### src/rtl/clmul_pkg.sv
`timescale 1ns/1ps
package clmul_pkg;
    localparam int unsigned HALF_W      = 64;
    localparam int unsigned VEC_W       = 2 * HALF_W;
    localparam int unsigned LANE_W      = 8;
    localparam int unsigned N_LANES     = HALF_W / LANE_W;
    localparam int unsigned CNT_W       = $clog2(HALF_W);
    localparam int unsigned LSB_W       = $clog2(LANE_W);
    localparam int unsigned LANE_SEL_W  = $clog2(N_LANES);

    typedef enum logic [1:0] {
        SZ_BYTE  = 2'b00,
        SZ_RSV1  = 2'b01,
        SZ_RSV2  = 2'b10,
        SZ_DWORD = 2'b11
    } size_e;

    typedef enum logic [1:0] {
        ST_IDLE = 2'b00,
        ST_BUSY = 2'b01,
        ST_DONE = 2'b10
    } state_e;

    typedef struct packed {
        logic [HALF_W-1:0] mcand;
        logic [HALF_W-1:0] mplier;
        logic              wide;
    } job_t;

    function automatic logic [HALF_W-1:0] take_half(input logic [VEC_W-1:0] v, input logic hi);
        return hi ? v[VEC_W-1:HALF_W] : v[HALF_W-1:0];
    endfunction
endpackage

### src/rtl/clmul_decode.sv
`timescale 1ns/1ps
module clmul_decode
    import clmul_pkg::*;
(
    input  logic [VEC_W-1:0] src_a,
    input  logic [VEC_W-1:0] src_b,
    input  logic             hi_sel,
    input  logic [1:0]       elem_size,
    input  logic             wide_en,
    output logic             legal,
    output job_t             job
);
    size_e sz;

    always_comb begin
        sz         = size_e'(elem_size);
        legal      = (sz == SZ_BYTE) || ((sz == SZ_DWORD) && wide_en);
        job.mcand  = take_half(src_a, hi_sel);
        job.mplier = take_half(src_b, hi_sel);
        job.wide   = (sz == SZ_DWORD);
    end
endmodule

### src/rtl/clmul_pp_gen.sv
`timescale 1ns/1ps
module clmul_pp_gen
    import clmul_pkg::*;
(
    input  logic              clk,
    input  logic              rst,
    input  logic [HALF_W-1:0] mcand,
    input  logic              bit_on,
    input  logic [CNT_W-1:0]  idx,
    input  logic              wide,
    output logic [VEC_W-1:0]  pp
);
    logic [VEC_W-1:0]   narrow_pp;
    logic [VEC_W-1:0]   wide_pp;
    logic [N_LANES-1:0] lane_hit;

    for (genvar e = 0; e < N_LANES; e++) begin : g_lane
        logic [2*LANE_W-1:0] lane_pp;
        always_comb begin
            if (bit_on && !wide && (idx[CNT_W-1:LSB_W] == LANE_SEL_W'(e)))
                lane_pp = {{LANE_W{1'b0}}, mcand[e*LANE_W +: LANE_W]} << idx[LSB_W-1:0];
            else
                lane_pp = '0;
        end
        assign narrow_pp[e*2*LANE_W +: 2*LANE_W] = lane_pp;
        assign lane_hit[e] = |lane_pp;
    end

    always_comb begin
        wide_pp = (bit_on && wide) ? ({{HALF_W{1'b0}}, mcand} << idx) : '0;
        pp      = wide ? wide_pp : narrow_pp;
    end

    // in the byte layout a step touches at most one lane
    p_single_lane_r2: assert property (@(posedge clk) disable iff (rst)
        !wide |-> $onehot0(lane_hit));
endmodule

### src/rtl/clmul_ctrl.sv
`timescale 1ns/1ps
module clmul_ctrl
    import clmul_pkg::*;
(
    input  logic             clk,
    input  logic             rst,
    input  logic             start_valid,
    input  logic             legal,
    output logic             accept,
    output logic             step,
    output logic [CNT_W-1:0] cnt,
    output logic             ready,
    output logic             done,
    output logic             illegal
);
    localparam logic [CNT_W-1:0] LAST = CNT_W'(HALF_W - 1);

    state_e state_q;
    logic   reject;

    always_comb begin
        ready  = (state_q != ST_BUSY);
        accept = start_valid && ready && legal;
        reject = start_valid && ready && !legal;
        step   = (state_q == ST_BUSY);
        done   = (state_q == ST_DONE);
    end

    always_ff @(posedge clk) begin
        if (rst) begin
            state_q <= ST_IDLE;
            cnt     <= '0;
            illegal <= 1'b0;
        end else begin
            illegal <= reject;
            if (accept) begin
                state_q <= ST_BUSY;
                cnt     <= '0;
            end else if (state_q == ST_BUSY) begin
                cnt <= cnt + 1'b1;
                if (cnt == LAST) state_q <= ST_DONE;
            end
        end
    end

    // completion only follows the last iteration of a running job
    p_latency_r5: assert property (@(posedge clk) disable iff (rst)
        $rose(done) |-> ($past(state_q) == ST_BUSY) && ($past(cnt) == LAST));

    // a request while busy does not restart or end the job early
    p_busy_hold_r6: assert property (@(posedge clk) disable iff (rst)
        (state_q == ST_BUSY && start_valid && cnt != LAST) |=> (state_q == ST_BUSY) && (cnt == $past(cnt) + 1'b1));

    // a refused request leaves the state untouched
    p_reject_state_r7: assert property (@(posedge clk) disable iff (rst)
        reject |=> (illegal && $stable(state_q)));
endmodule

### src/rtl/clmul_datapath.sv
`timescale 1ns/1ps
module clmul_datapath
    import clmul_pkg::*;
(
    input  logic             clk,
    input  logic             rst,
    input  logic             load,
    input  logic             step,
    input  logic [CNT_W-1:0] cnt,
    input  job_t             job_in,
    output logic [VEC_W-1:0] acc,
    output logic             wide
);
    job_t             job_q;
    logic [VEC_W-1:0] pp;

    clmul_pp_gen u_pp (
        .clk    (clk),
        .rst    (rst),
        .mcand  (job_q.mcand),
        .bit_on (job_q.mplier[cnt]),
        .idx    (cnt),
        .wide   (job_q.wide),
        .pp     (pp)
    );

    always_ff @(posedge clk) begin
        if (rst) begin
            job_q <= '0;
            acc   <= '0;
        end else if (load) begin
            job_q <= job_in;
            acc   <= '0;
        end else if (step) begin
            acc <= acc ^ pp;
        end
    end

    assign wide = job_q.wide;
endmodule

### src/rtl/clmul_long_unit.sv
`timescale 1ns/1ps
module clmul_long_unit
    import clmul_pkg::*;
(
    input  logic             clk,
    input  logic             rst,
    input  logic             start_valid,
    output logic             start_ready,
    input  logic [VEC_W-1:0] src_a,
    input  logic [VEC_W-1:0] src_b,
    input  logic             hi_sel,
    input  logic [1:0]       elem_size,
    input  logic             wide_en,
    output logic             done,
    output logic             illegal,
    output logic [VEC_W-1:0] result
);
    logic             legal;
    job_t             job;
    logic             accept;
    logic             step;
    logic [CNT_W-1:0] cnt;
    logic             wide;
    logic [N_LANES-1:0] lane_top;

    clmul_decode u_dec (
        .src_a     (src_a),
        .src_b     (src_b),
        .hi_sel    (hi_sel),
        .elem_size (elem_size),
        .wide_en   (wide_en),
        .legal     (legal),
        .job       (job)
    );

    clmul_ctrl u_ctrl (
        .clk         (clk),
        .rst         (rst),
        .start_valid (start_valid),
        .legal       (legal),
        .accept      (accept),
        .step        (step),
        .cnt         (cnt),
        .ready       (start_ready),
        .done        (done),
        .illegal     (illegal)
    );

    clmul_datapath u_dp (
        .clk    (clk),
        .rst    (rst),
        .load   (accept),
        .step   (step),
        .cnt    (cnt),
        .job_in (job),
        .acc    (result),
        .wide   (wide)
    );

    for (genvar e = 0; e < N_LANES; e++) begin : g_top
        assign lane_top[e] = result[e*2*LANE_W + 2*LANE_W - 1];
    end

    // a completed result holds until a new job is accepted
    p_hold_result_r8: assert property (@(posedge clk) disable iff (rst)
        (done && !accept) |=> $stable(result));

    // a refusal writes nothing
    p_no_write_r7: assert property (@(posedge clk) disable iff (rst)
        illegal |-> $stable(result));

    // the widened product never uses its top bit
    p_top_bit_r9: assert property (@(posedge clk) disable iff (rst)
        done |-> (wide ? !result[VEC_W-1] : (lane_top == '0)));
endmodule

### config.mk
export PLATFORM = sky130hd
export DESIGN_NAME = clmul_long_unit
export DESIGN_NICKNAME = d
export VERILOG_FILES = /design/src/rtl/clmul_pkg.sv /design/src/rtl/clmul_decode.sv /design/src/rtl/clmul_pp_gen.sv /design/src/rtl/clmul_ctrl.sv /design/src/rtl/clmul_datapath.sv /design/src/rtl/clmul_long_unit.sv
export SDC_FILE = /design/constraint.sdc
export NUM_CORES = 1
export LEC_CHECK = 0
export ABC_AREA = 1
export BUFFER_PORTS_ARGS = -buffer_cell sky130_fd_sc_hd__buf_2
export CORE_UTILIZATION = 35
export CTS_CLUSTER_SIZE = 8
export DETAILED_ROUTE_END_ITERATION = 10
export HOLD_SLACK_MARGIN = 0.15
export PLACE_DENSITY = 0.52
export SLEW_MARGIN = 0
export SYNTH_ARGS = -nofsm -noshare
export SYNTH_HDL_FRONTEND = slang
export SYNTH_HIERARCHICAL = 1
export SYNTH_SLANG_ARGS = --single-unit
### constraint.sdc
create_clock -name clk -period 8.5 [get_ports clk]
set_input_delay 1.7 -clock clk [delete_from_list [all_inputs] [get_ports clk]]
set_output_delay 1.7 -clock clk [all_outputs]
set_load 0.005 [all_outputs]
==> results of run 1 <==
==> power by group through the flow <==
stage	logic, W	clock network (W)	registers (W)
finish	0.000428	0.00141	0.00131
detailed placement	0.000427	0	0.00133
floorplan	0.000314	0	0.00132
global placement	0.000421	0	0.00133
CTS	0.000428	0.00146	0.00130
global route	0.000480	0.00151	0.00131
==> logic make-up (layout without fill, tap and decap cells) <==
| family | Yosys count | in the layout |
|---|---|---|
| XOR/XNOR | 1 | 1 |
| adder cells (fa/ha/maj) | 1 | 1 |
| AO/OA/AOI/OAI | 347 | 347 |
| AND/OR/NAND/NOR | 2280 | 2280 |
| other | 1 | 1 |
| buffers and inverters | 311 | 544 |
| flip-flops | 266 | 266 |
==> synth_stat cells (all sizes together) <==
cell type,n
nor3,14
o22ai,1
a21oi,267
nand2,1317
buf,185
and2,1
clkbuf,44
o21ai,48
nor4,1
a21o,2
o31ai,8
ha,1
o32ai,1
a22oi,2
conb,1
o21a,1
nand4,30
inv,82
or2,8
xor2,1
o211ai,14
dfxtp,266
nand3,720
a31oi,3
nor3b,122
nor2,67
==> stage by stage <==
stage	setup slack, ps	power [W]	hold WS, ps
after floorplan	5680	0.00163	440
after global placement	3830	0.00175	449
after detailed placement	3760	0.00176	456
after CTS	4050	0.00319	462
after global routing	3610	0.00330	480
final	3930	0.00314	460
==> flip-flops by register name, summed over array words and instances, names as in the netlist <==
name / count
u_ctrl/cnt: 6
u_ctrl/illegal: 1
u_ctrl/state_q: 2
u_dp/acc: 128
u_dp/job_q: 128
u_dp/wide: 1
==> routing by layer <==
metal,global-route usage,up-vias,share of wire
met5,0,-,0.00025
met4,0.143,2,0.053
met3,0.0443,174,0.076
met2,0.455,1023,0.46
met1,0.346,10400,0.41
li1,-,11100,-
==> worst reg2reg max path: cells and delay by family, from the launching register on <==
kind,cells,cell delay (ps)
flops,1,830
buf+inv,4,1230
simple gates,13,2330
==> cells in the final DEF (no fill, tap or decap), types with 3 or more instances in the layout <==
| cell type | instances |
|---|---|
| sky130_fd_sc_hd__a21oi_1 | 265 |
| sky130_fd_sc_hd__inv_2 | 11 |
| sky130_fd_sc_hd__o211ai_1 | 14 |
| sky130_fd_sc_hd__inv_1 | 63 |
| sky130_fd_sc_hd__a31oi_1 | 3 |
| sky130_fd_sc_hd__buf_4 | 23 |
| sky130_fd_sc_hd__nor3_1 | 14 |
| sky130_fd_sc_hd__nand3_2 | 11 |
| sky130_fd_sc_hd__buf_2 | 391 |
| sky130_fd_sc_hd__nor2_2 | 10 |
| sky130_fd_sc_hd__dfxtp_4 | 3 |
| sky130_fd_sc_hd__nor2_1 | 53 |
| sky130_fd_sc_hd__dfxtp_1 | 261 |
| sky130_fd_sc_hd__o31ai_1 | 8 |
| sky130_fd_sc_hd__nand2_2 | 26 |
| sky130_fd_sc_hd__nand2_1 | 1290 |
| sky130_fd_sc_hd__nand4_1 | 30 |
| sky130_fd_sc_hd__clkbuf_16 | 39 |
| sky130_fd_sc_hd__or2_2 | 7 |
| sky130_fd_sc_hd__inv_4 | 5 |
| sky130_fd_sc_hd__o21ai_1 | 15 |
| sky130_fd_sc_hd__clkinv_2 | 4 |
| sky130_fd_sc_hd__clkbuf_1 | 4 |
| sky130_fd_sc_hd__nor3b_2 | 114 |
| sky130_fd_sc_hd__nor2_4 | 4 |
| sky130_fd_sc_hd__o21ai_0 | 32 |
| sky130_fd_sc_hd__nand3_1 | 708 |
| sky130_fd_sc_hd__nor3b_1 | 8 |
==> how the worst max path moves through the flow <==
stage                                              to                        from  cells after the start
final                        u_dp/acc[4]$_SDFFE_PP0P_  u_ctrl/cnt[1]$_SDFFE_PP0N_                     17
after global routing         u_dp/acc[4]$_SDFFE_PP0P_  u_ctrl/cnt[1]$_SDFFE_PP0N_                     17
after CTS                    u_dp/acc[4]$_SDFFE_PP0P_  u_ctrl/cnt[1]$_SDFFE_PP0N_                     17
after detailed placement  u_dp/job_q[45]$_SDFFE_PP0P_                elem_size[1]                     10
after global placement     u_dp/job_q[9]$_SDFFE_PP0P_                elem_size[0]                     10
after floorplan            u_dp/acc[121]$_SDFFE_PP0P_                elem_size[0]                      9
==> cell type report <==
cell class	instances	area share
inverter	82	0.0144
timing repair buffer	415	0.0956
multi-input combinational	2630	0.563
sequential	266	0.238
clock buffer	43	0.0441
tap	748	0.0416
clock inverter	4	0.00379
==> impl_metrics.csv, run 1 <==
group,metric,value,unit
worst_setup_path,reg2reg_setup_slack,3930,ps
placed_design,placement.cell_area,0.0214,mm2
synth,synth.net_count,3471,
clock_tree,clock_tree.buffer_depth,3,
layout,seqCellArea,0.00534,mm2
synth,synth.area.top_cells,"sky130_fd_sc_hd__dfxtp_1 (27%), sky130_fd_sc_hd__nand2_1 (25%), sky130_fd_sc_hd__nand3_1 (18%), sky130_fd_sc_hd__nor3b_2 (7.2%), sky130_fd_sc_hd__a21oi_1 (6.7%)",
placed_design,post-dp-hpwl,59500,um
synth,synth_sequential_area_ratio,0.270,
worst_setup_path,crit_path_end_kind,"flip-flop",
layout,final_core_util,0.406,
synth,yosys.area_share.simple,0.548,
route,wire_length_after_detailed_routing,80100,um
clock_tree,root_buffer,"sky130_fd_sc_hd__clkbuf_16",
route,initial_drc_count,2428,
global_route,overflow,0,
route,drt-pass1-iter-count,8,
timing,final.period_utilization,0.538,
timing,timing.final.setup_violations,0,
floorplanning,die_w,239,um
clock_tree,cts.reportedPaths.clkPinSlew,50,ps
floorplanning,starting_density_of_the_core,0.356,
clock_tree,clock_latency,570,ps
worst_setup_path,crit_path_cell_trace,"inv_4, nand3_1, nand3_1, nand2_1, nand2_1, nand3_1, nand3_1, nand2_1, nand2_1, nor2_4, buf_4, inv_1, nand2_1, inv_1, nor3_1, nand3_1, nor3b_1",
layout,design.final.nets,3698,
worst_setup_path,cp.buffers_inverters,4,
worst_hold_path,timing.hold.worst.class,"reg -> reg",
power_and_ir_drop,max-vdd-ir-drop,0.117,mV
clock_tree,clock_tree.htree_level_count,2,
layout,fin_area,0.0225,mm2
clock_tree,cts_post_setup_buffers_inserted,0,
clock_tree,cts_tree,"built",
power_and_ir_drop,power_frac_comb,0.136,
synth,synth.largest_area_cell,"sky130_fd_sc_hd__dfxtp_1",
floorplanning,top_level_ports,394,
floorplanning,floorplan.rows,86,
flow_run,number_of_max_cap_violations,0,
global_route,grt_first_pass_wirelength,123000,um
route,detail_route.wl_per_cell,19.1,um
floorplanning,fp.dieH,239,um
worst_setup_path,critPathMaxFanout,57,
clock_tree,cts_repair_resize_count,0,
layout,layout-area-overhead-vs-synth,14.1,%
worst_hold_path,holdPathEnd,"u_dp/job_q[6]$_SDFFE_PP0P_",
timing,timing.clock.skew,26.5,ps
power_and_ir_drop,switching_share,0.288,
clock_tree,post_cts_hold_buffer_count,0,
layout,final_cells,4188,
worst_setup_path,rr_worst_depth,17,
worst_setup_path,critical-path-slowest-cell,"sky130_fd_sc_hd__dfxtp_4",
timing,final_tns_setup,0,ps
synth,synthMuxAreaShare,0,
worst_hold_path,min-delay-start,"u_dp/job_q[6]$_SDFFE_PP0P_",
timing,max_slew_margin,0.220,
clock_tree,number_of_buffers_created_by_cts,39,
timing,maxClockFrequency,0.219,GHz
route,via_per_inst,5.44,
power_and_ir_drop,power_report.internal_total,0.00224,W
timing,tightestPinTransition,1170,ps
timing,final-hold-violation-count,0,
synth,synthCells,3207,
global_route,grt_util_all_layers,0.276,
synth,largest_family_of_logic_cells_by_synthesized_area,"simple AND/OR/NAND/NOR gates",
synth,synthAdderAreaFrac,0.000635,
worst_setup_path,timing.rr.start,"u_ctrl/cnt[1]$_SDFFE_PP0N_",
synth,synthesis.yosys.warnings,6,
power_and_ir_drop,share_clk_of_total_power,0.449,
synth,ys_seq_elements,266,
worst_setup_path,timing.setup.critical_path_class,"reg -> reg",
power_and_ir_drop,power_leakage,9.90,nW
floorplanning,core_area,0.0553,mm2
placed_design,numPlacedInstances,4141,
route,detailroute.via_count,22800,
worst_setup_path,crit_arrival,4980,ps
timing,final_max_slew_viol_count,0,
worst_setup_path,critPathLaunchType,"flip-flop",
timing,final_period_minus_worst_setup_slack,4570,ps
global_route,antenna_found_initial,3,
power_and_ir_drop,sw_power,0.000904,W
synth,synthDistinctLibCells,44,
layout,diodes,0,
synth,synth_largest_type_area_fraction,0.270,
synth,netlist_area,0.0197,mm2
worst_setup_path,worstPathRequired,8910,ps
status,run_status,"complete, no violations",
power_and_ir_drop,p_per_area,140,mW/mm2
synth,synth_xor_area_frac,0.000445,
worst_setup_path,regToRegEndpoint,"u_dp/acc[4]$_SDFFE_PP0P_",
placed_design,io_buffer_count,393,
timing,unrepaired_setup_endpoints_after_global_routing,"no",
floorplanning,die_area,0.0572,mm2
worst_hold_path,min_path_cells,2,
placed_design,finalWeightedCongestion,0.998,
worst_setup_path,crit_path_max_incr_delay,830,ps
clock_tree,cts.sinks,266,
global_route,via_count_of_the_first_global_routing_pass,21700,
layout,multi_input_comb_area,0.0127,mm2
global_route,largest_net_degree_at_the_start_of_global_routing,129,
layout,final_layout_size_suffix_gt1_frac,0.192,
synth,complex_gate_fraction_of_the_synthesized_area,0.0926,
worst_setup_path,cp_top_family,"simple AND/OR/NAND/NOR gates",
layout,fillCellCount,6239,
route,route.antenna.remaining_nets,0,
power_and_ir_drop,seq_power_share,0.415,
synth,syn_area_per_cell,6.14,um2
route,drc_violations_left,0,
Note: power is estimated with default switching activity, not from simulation.
==> run 2: changes to the inputs <==
Settings changed: PLACE_DENSITY 0.52 to 0.54.
Clock period 8.5 ns to 3.9 ns, I/O delays scaled along.
==> run 2 against run 1 <==
  * Sequential share of layout area is 0.33 points lower
  * Final area rose by 1.4%
  * Non-clock buffer count is 17 higher
  * Fmax rose by 37%
  * Utilization up 0.58 points
  * Cell count rose by 0.50%
  * Critical path type unchanged
  * Flip-flop and latch count stayed put
==> impl_metrics.csv, run 2 (synthesis results as in run 1) <==
group,metric,value,unit
status,run_status,"complete, no violations",
clock_tree,number_of_buffers_created_by_cts,40,
worst_setup_path,rr_worst_depth,20,
worst_setup_path,timing.rr.start,"u_ctrl/cnt[0]$_SDFFE_PP0N_",
timing,final.period_utilization,0.857,
global_route,antenna_found_initial,1,
worst_hold_path,min_path_cells,2,
worst_setup_path,critPathMaxFanout,35,
layout,biggestRegsByFlops,"u_dp/acc: 128 flops, u_dp/job_q: 128 flops, u_ctrl/cnt: 6 flops",
route,route.antenna.remaining_nets,0,
placed_design,post-dp-hpwl,61100,um
floorplanning,floorplan.rows,86,
clock_tree,cts.reportedPaths.clkPinSlew,60,ps
layout,final_layout_size_suffix_gt1_frac,0.197,
global_route,overflow,0,
clock_tree,cts.sinks,266,
worst_hold_path,timing.hold.worst.class,"reg -> reg",
timing,final_critical_path_setup_slack,560,ps
route,detail_route.wl_per_cell,19.4,um
route,initial_drc_count,2183,
timing,timing.clock.skew,26.7,ps
timing,tightestPinTransition,975,ps
global_route,largest_net_degree_at_the_start_of_global_routing,131,
worst_hold_path,min-delay-start,"u_dp/job_q[64]$_SDFFE_PP0P_",
route,wire_length_after_detailed_routing,81600,um
route,drt-pass1-iter-count,6,
timing,final_tns_setup,0,ps
timing,final-hold-violation-count,0,
timing,timing.final.setup_violations,0,
clock_tree,post_cts_hold_buffer_count,0,
clock_tree,cts_post_setup_buffers_inserted,0,
worst_setup_path,crit_arrival,3840,ps
route,detailroute.via_count,22600,
placed_design,detailedPlace.worstSlack,637,ps
power_and_ir_drop,max-vdd-ir-drop,0.314,mV
global_route,grt_first_pass_wirelength,124000,um
layout,final_common_cell,"sky130_fd_sc_hd__nand2_1",
flow_run,number_of_max_cap_violations,0,
layout,fillCellCount,6284,
timing,maxClockFrequency,0.299,GHz
worst_setup_path,crit_path_end_kind,"flip-flop",
route,drc_violations_left,0,
timing,final_max_slew_viol_count,0,
worst_setup_path,critPathLaunchType,"flip-flop",
timing,final_period_minus_worst_setup_slack,3340,ps
placed_design,io_buffer_count,393,
worst_hold_path,holdPathEnd,"u_dp/job_q[64]$_SDFFE_PP0P_",
power_and_ir_drop,sw_power,0.00202,W
global_route,grt_util_all_layers,0.280,
global_route,via_count_of_the_first_global_routing_pass,20900,
route,via_per_inst,5.37,
power_and_ir_drop,seq_power_share,0.403,
clock_tree,clock_tree.buffer_depth,3,
clock_tree,root_buffer,"sky130_fd_sc_hd__clkbuf_16",
power_and_ir_drop,power_frac_comb,0.135,
floorplanning,fp.dieH,239,um
floorplanning,die_area,0.0572,mm2
timing,unrepaired_setup_endpoints_after_global_routing,"no",
clock_tree,cts_tree,"built",
floorplanning,starting_density_of_the_core,0.356,
layout,multi_input_comb_area,0.0127,mm2
layout,seqCellArea,0.00534,mm2
clock_tree,cts_repair_resize_count,0,
power_and_ir_drop,share_clk_of_total_power,0.461,
power_and_ir_drop,power_report.internal_total,0.00503,W
worst_setup_path,timing.setup.critical_path_class,"reg -> reg",
timing,max_slew_margin,0.350,
clock_tree,clock_tree.htree_level_count,2,
layout,design.final.nets,3716,
worst_setup_path,reg2reg_setup_slack,560,ps
layout,mostFrequentLayoutCells,"sky130_fd_sc_hd__nand2_1 (1290), sky130_fd_sc_hd__nand3_1 (708), sky130_fd_sc_hd__buf_2 (391)",
floorplanning,core_area,0.0553,mm2
clock_tree,clock_latency,580,ps
worst_setup_path,worstPathRequired,4390,ps
power_and_ir_drop,power_leakage,10.1,nW
floorplanning,top_level_ports,394,
power_and_ir_drop,switching_share,0.286,
placed_design,finalWeightedCongestion,0.985,
layout,layout-area-overhead-vs-synth,15.8,%
power_and_ir_drop,p_per_area,309,mW/mm2
worst_setup_path,regToRegEndpoint,"u_dp/acc[28]$_SDFFE_PP0P_",
floorplanning,die_w,239,um
[run 2: changes by cell type in the layout (fill, tap and decap cells not counted)]
cell,previous run,this run
sky130_fd_sc_hd__buf_12,1,10
sky130_fd_sc_hd__buf_4,23,31
sky130_fd_sc_hd__clkbuf_8,0,2
sky130_fd_sc_hd__clkinv_2,4,2
sky130_fd_sc_hd__bufinv_16,0,1
sky130_fd_sc_hd__clkbuf_1,4,3
sky130_fd_sc_hd__clkbuf_16,39,40
sky130_fd_sc_hd__clkinv_8,0,1
sky130_fd_sc_hd__clkinvlp_4,0,1
sky130_fd_sc_hd__diode_2,0,1
sky130_fd_sc_hd__inv_16,1,0
sky130_fd_sc_hd__inv_2,11,12
[run 2: layout make-up]
type / instances / area share
diodes: 1 / 0.000110
clock buffers: 45 / 0.0456
clock inverters: 5 / 0.00499
inverters: 82 / 0.0142
multi-input cells: 2630 / 0.555
flip-flops and latches: 266 / 0.234
well taps: 748 / 0.0411
repair buffers: 432 / 0.105
[run 2: worst max-delay path by stage]
| stage | slack [ps] | from | to | cells past startpoint |
|---|---|---|---|---|
| 2_1_floorplan | 1230 | u_ctrl/cnt[1]$_SDFFE_PP0N_ | u_dp/acc[57]$_SDFFE_PP0P_ | 19 |
| 3_3_place_gp | 620 | u_ctrl/cnt[0]$_SDFFE_PP0N_ | u_dp/acc[17]$_SDFFE_PP0P_ | 19 |
| 3_5_place_dp | 640 | u_ctrl/cnt[0]$_SDFFE_PP0N_ | u_dp/acc[17]$_SDFFE_PP0P_ | 19 |
| 4_1_cts | 610 | u_ctrl/cnt[0]$_SDFFE_PP0N_ | u_dp/acc[17]$_SDFFE_PP0P_ | 19 |
| 5_1_grt | 180 | u_ctrl/cnt[0]$_SDFFE_PP0N_ | u_dp/acc[105]$_SDFFE_PP0P_ | 17 |
| 6_report | 560 | u_ctrl/cnt[0]$_SDFFE_PP0N_ | u_dp/acc[28]$_SDFFE_PP0P_ | 20 |
[run 2: layer usage]
layer  vias to the layer above  track usage  wire [um]
li1                      11200            -          -
met1                     10300        0.364      34800
met2                       912        0.452      37300
met3                       191       0.0370       5230
met4                         0        0.145       4320
met5                         -            0          0
[run 2: worst max-delay path, stage by stage (launching register included)]
cell	delay [ps]
sky130_fd_sc_hd__dfxtp_4	460
sky130_fd_sc_hd__inv_4	300
sky130_fd_sc_hd__nand2_1	100
sky130_fd_sc_hd__nand3_1	80
sky130_fd_sc_hd__nand3_1	60
sky130_fd_sc_hd__nand2_1	90
sky130_fd_sc_hd__nand2_1	50
sky130_fd_sc_hd__nand3_1	80
sky130_fd_sc_hd__nand3_1	100
sky130_fd_sc_hd__nand2_1	150
sky130_fd_sc_hd__nand2_1	100
sky130_fd_sc_hd__nor2_1	280
sky130_fd_sc_hd__inv_1	210
sky130_fd_sc_hd__nor2_4	230
sky130_fd_sc_hd__inv_2	110
sky130_fd_sc_hd__nor2_1	190
sky130_fd_sc_hd__nand2_1	90
sky130_fd_sc_hd__nand2_1	70
sky130_fd_sc_hd__nand2_1	60
sky130_fd_sc_hd__or2_2	310
sky130_fd_sc_hd__a21oi_1	130
[run 2: power groups by stage]
stage | sequential [W] | clock (W) | combinational [W]
CTS | 0.00284 | 0.00335 | 0.000954
global route | 0.00285 | 0.00347 | 0.00107
detailed placement | 0.00290 | 0 | 0.000950
finish | 0.00284 | 0.00325 | 0.000954
global placement | 0.00290 | 0 | 0.000951
floorplan | 0.00287 | 0 | 0.000685
[run 2: metrics by stage]
stage	power (W)	util	hold WS, ps	cells	area, um2
global placement	0.00385	0.391	453	4158	21600
finish	0.00705	0.412	464	4209	22800
CTS	0.00715	0.412	458	4208	22800
floorplan	0.00355	-	440	3207	19700
global route	0.00738	0.412	474	4208	22800
detailed placement	0.00385	0.391	454	4158	21600
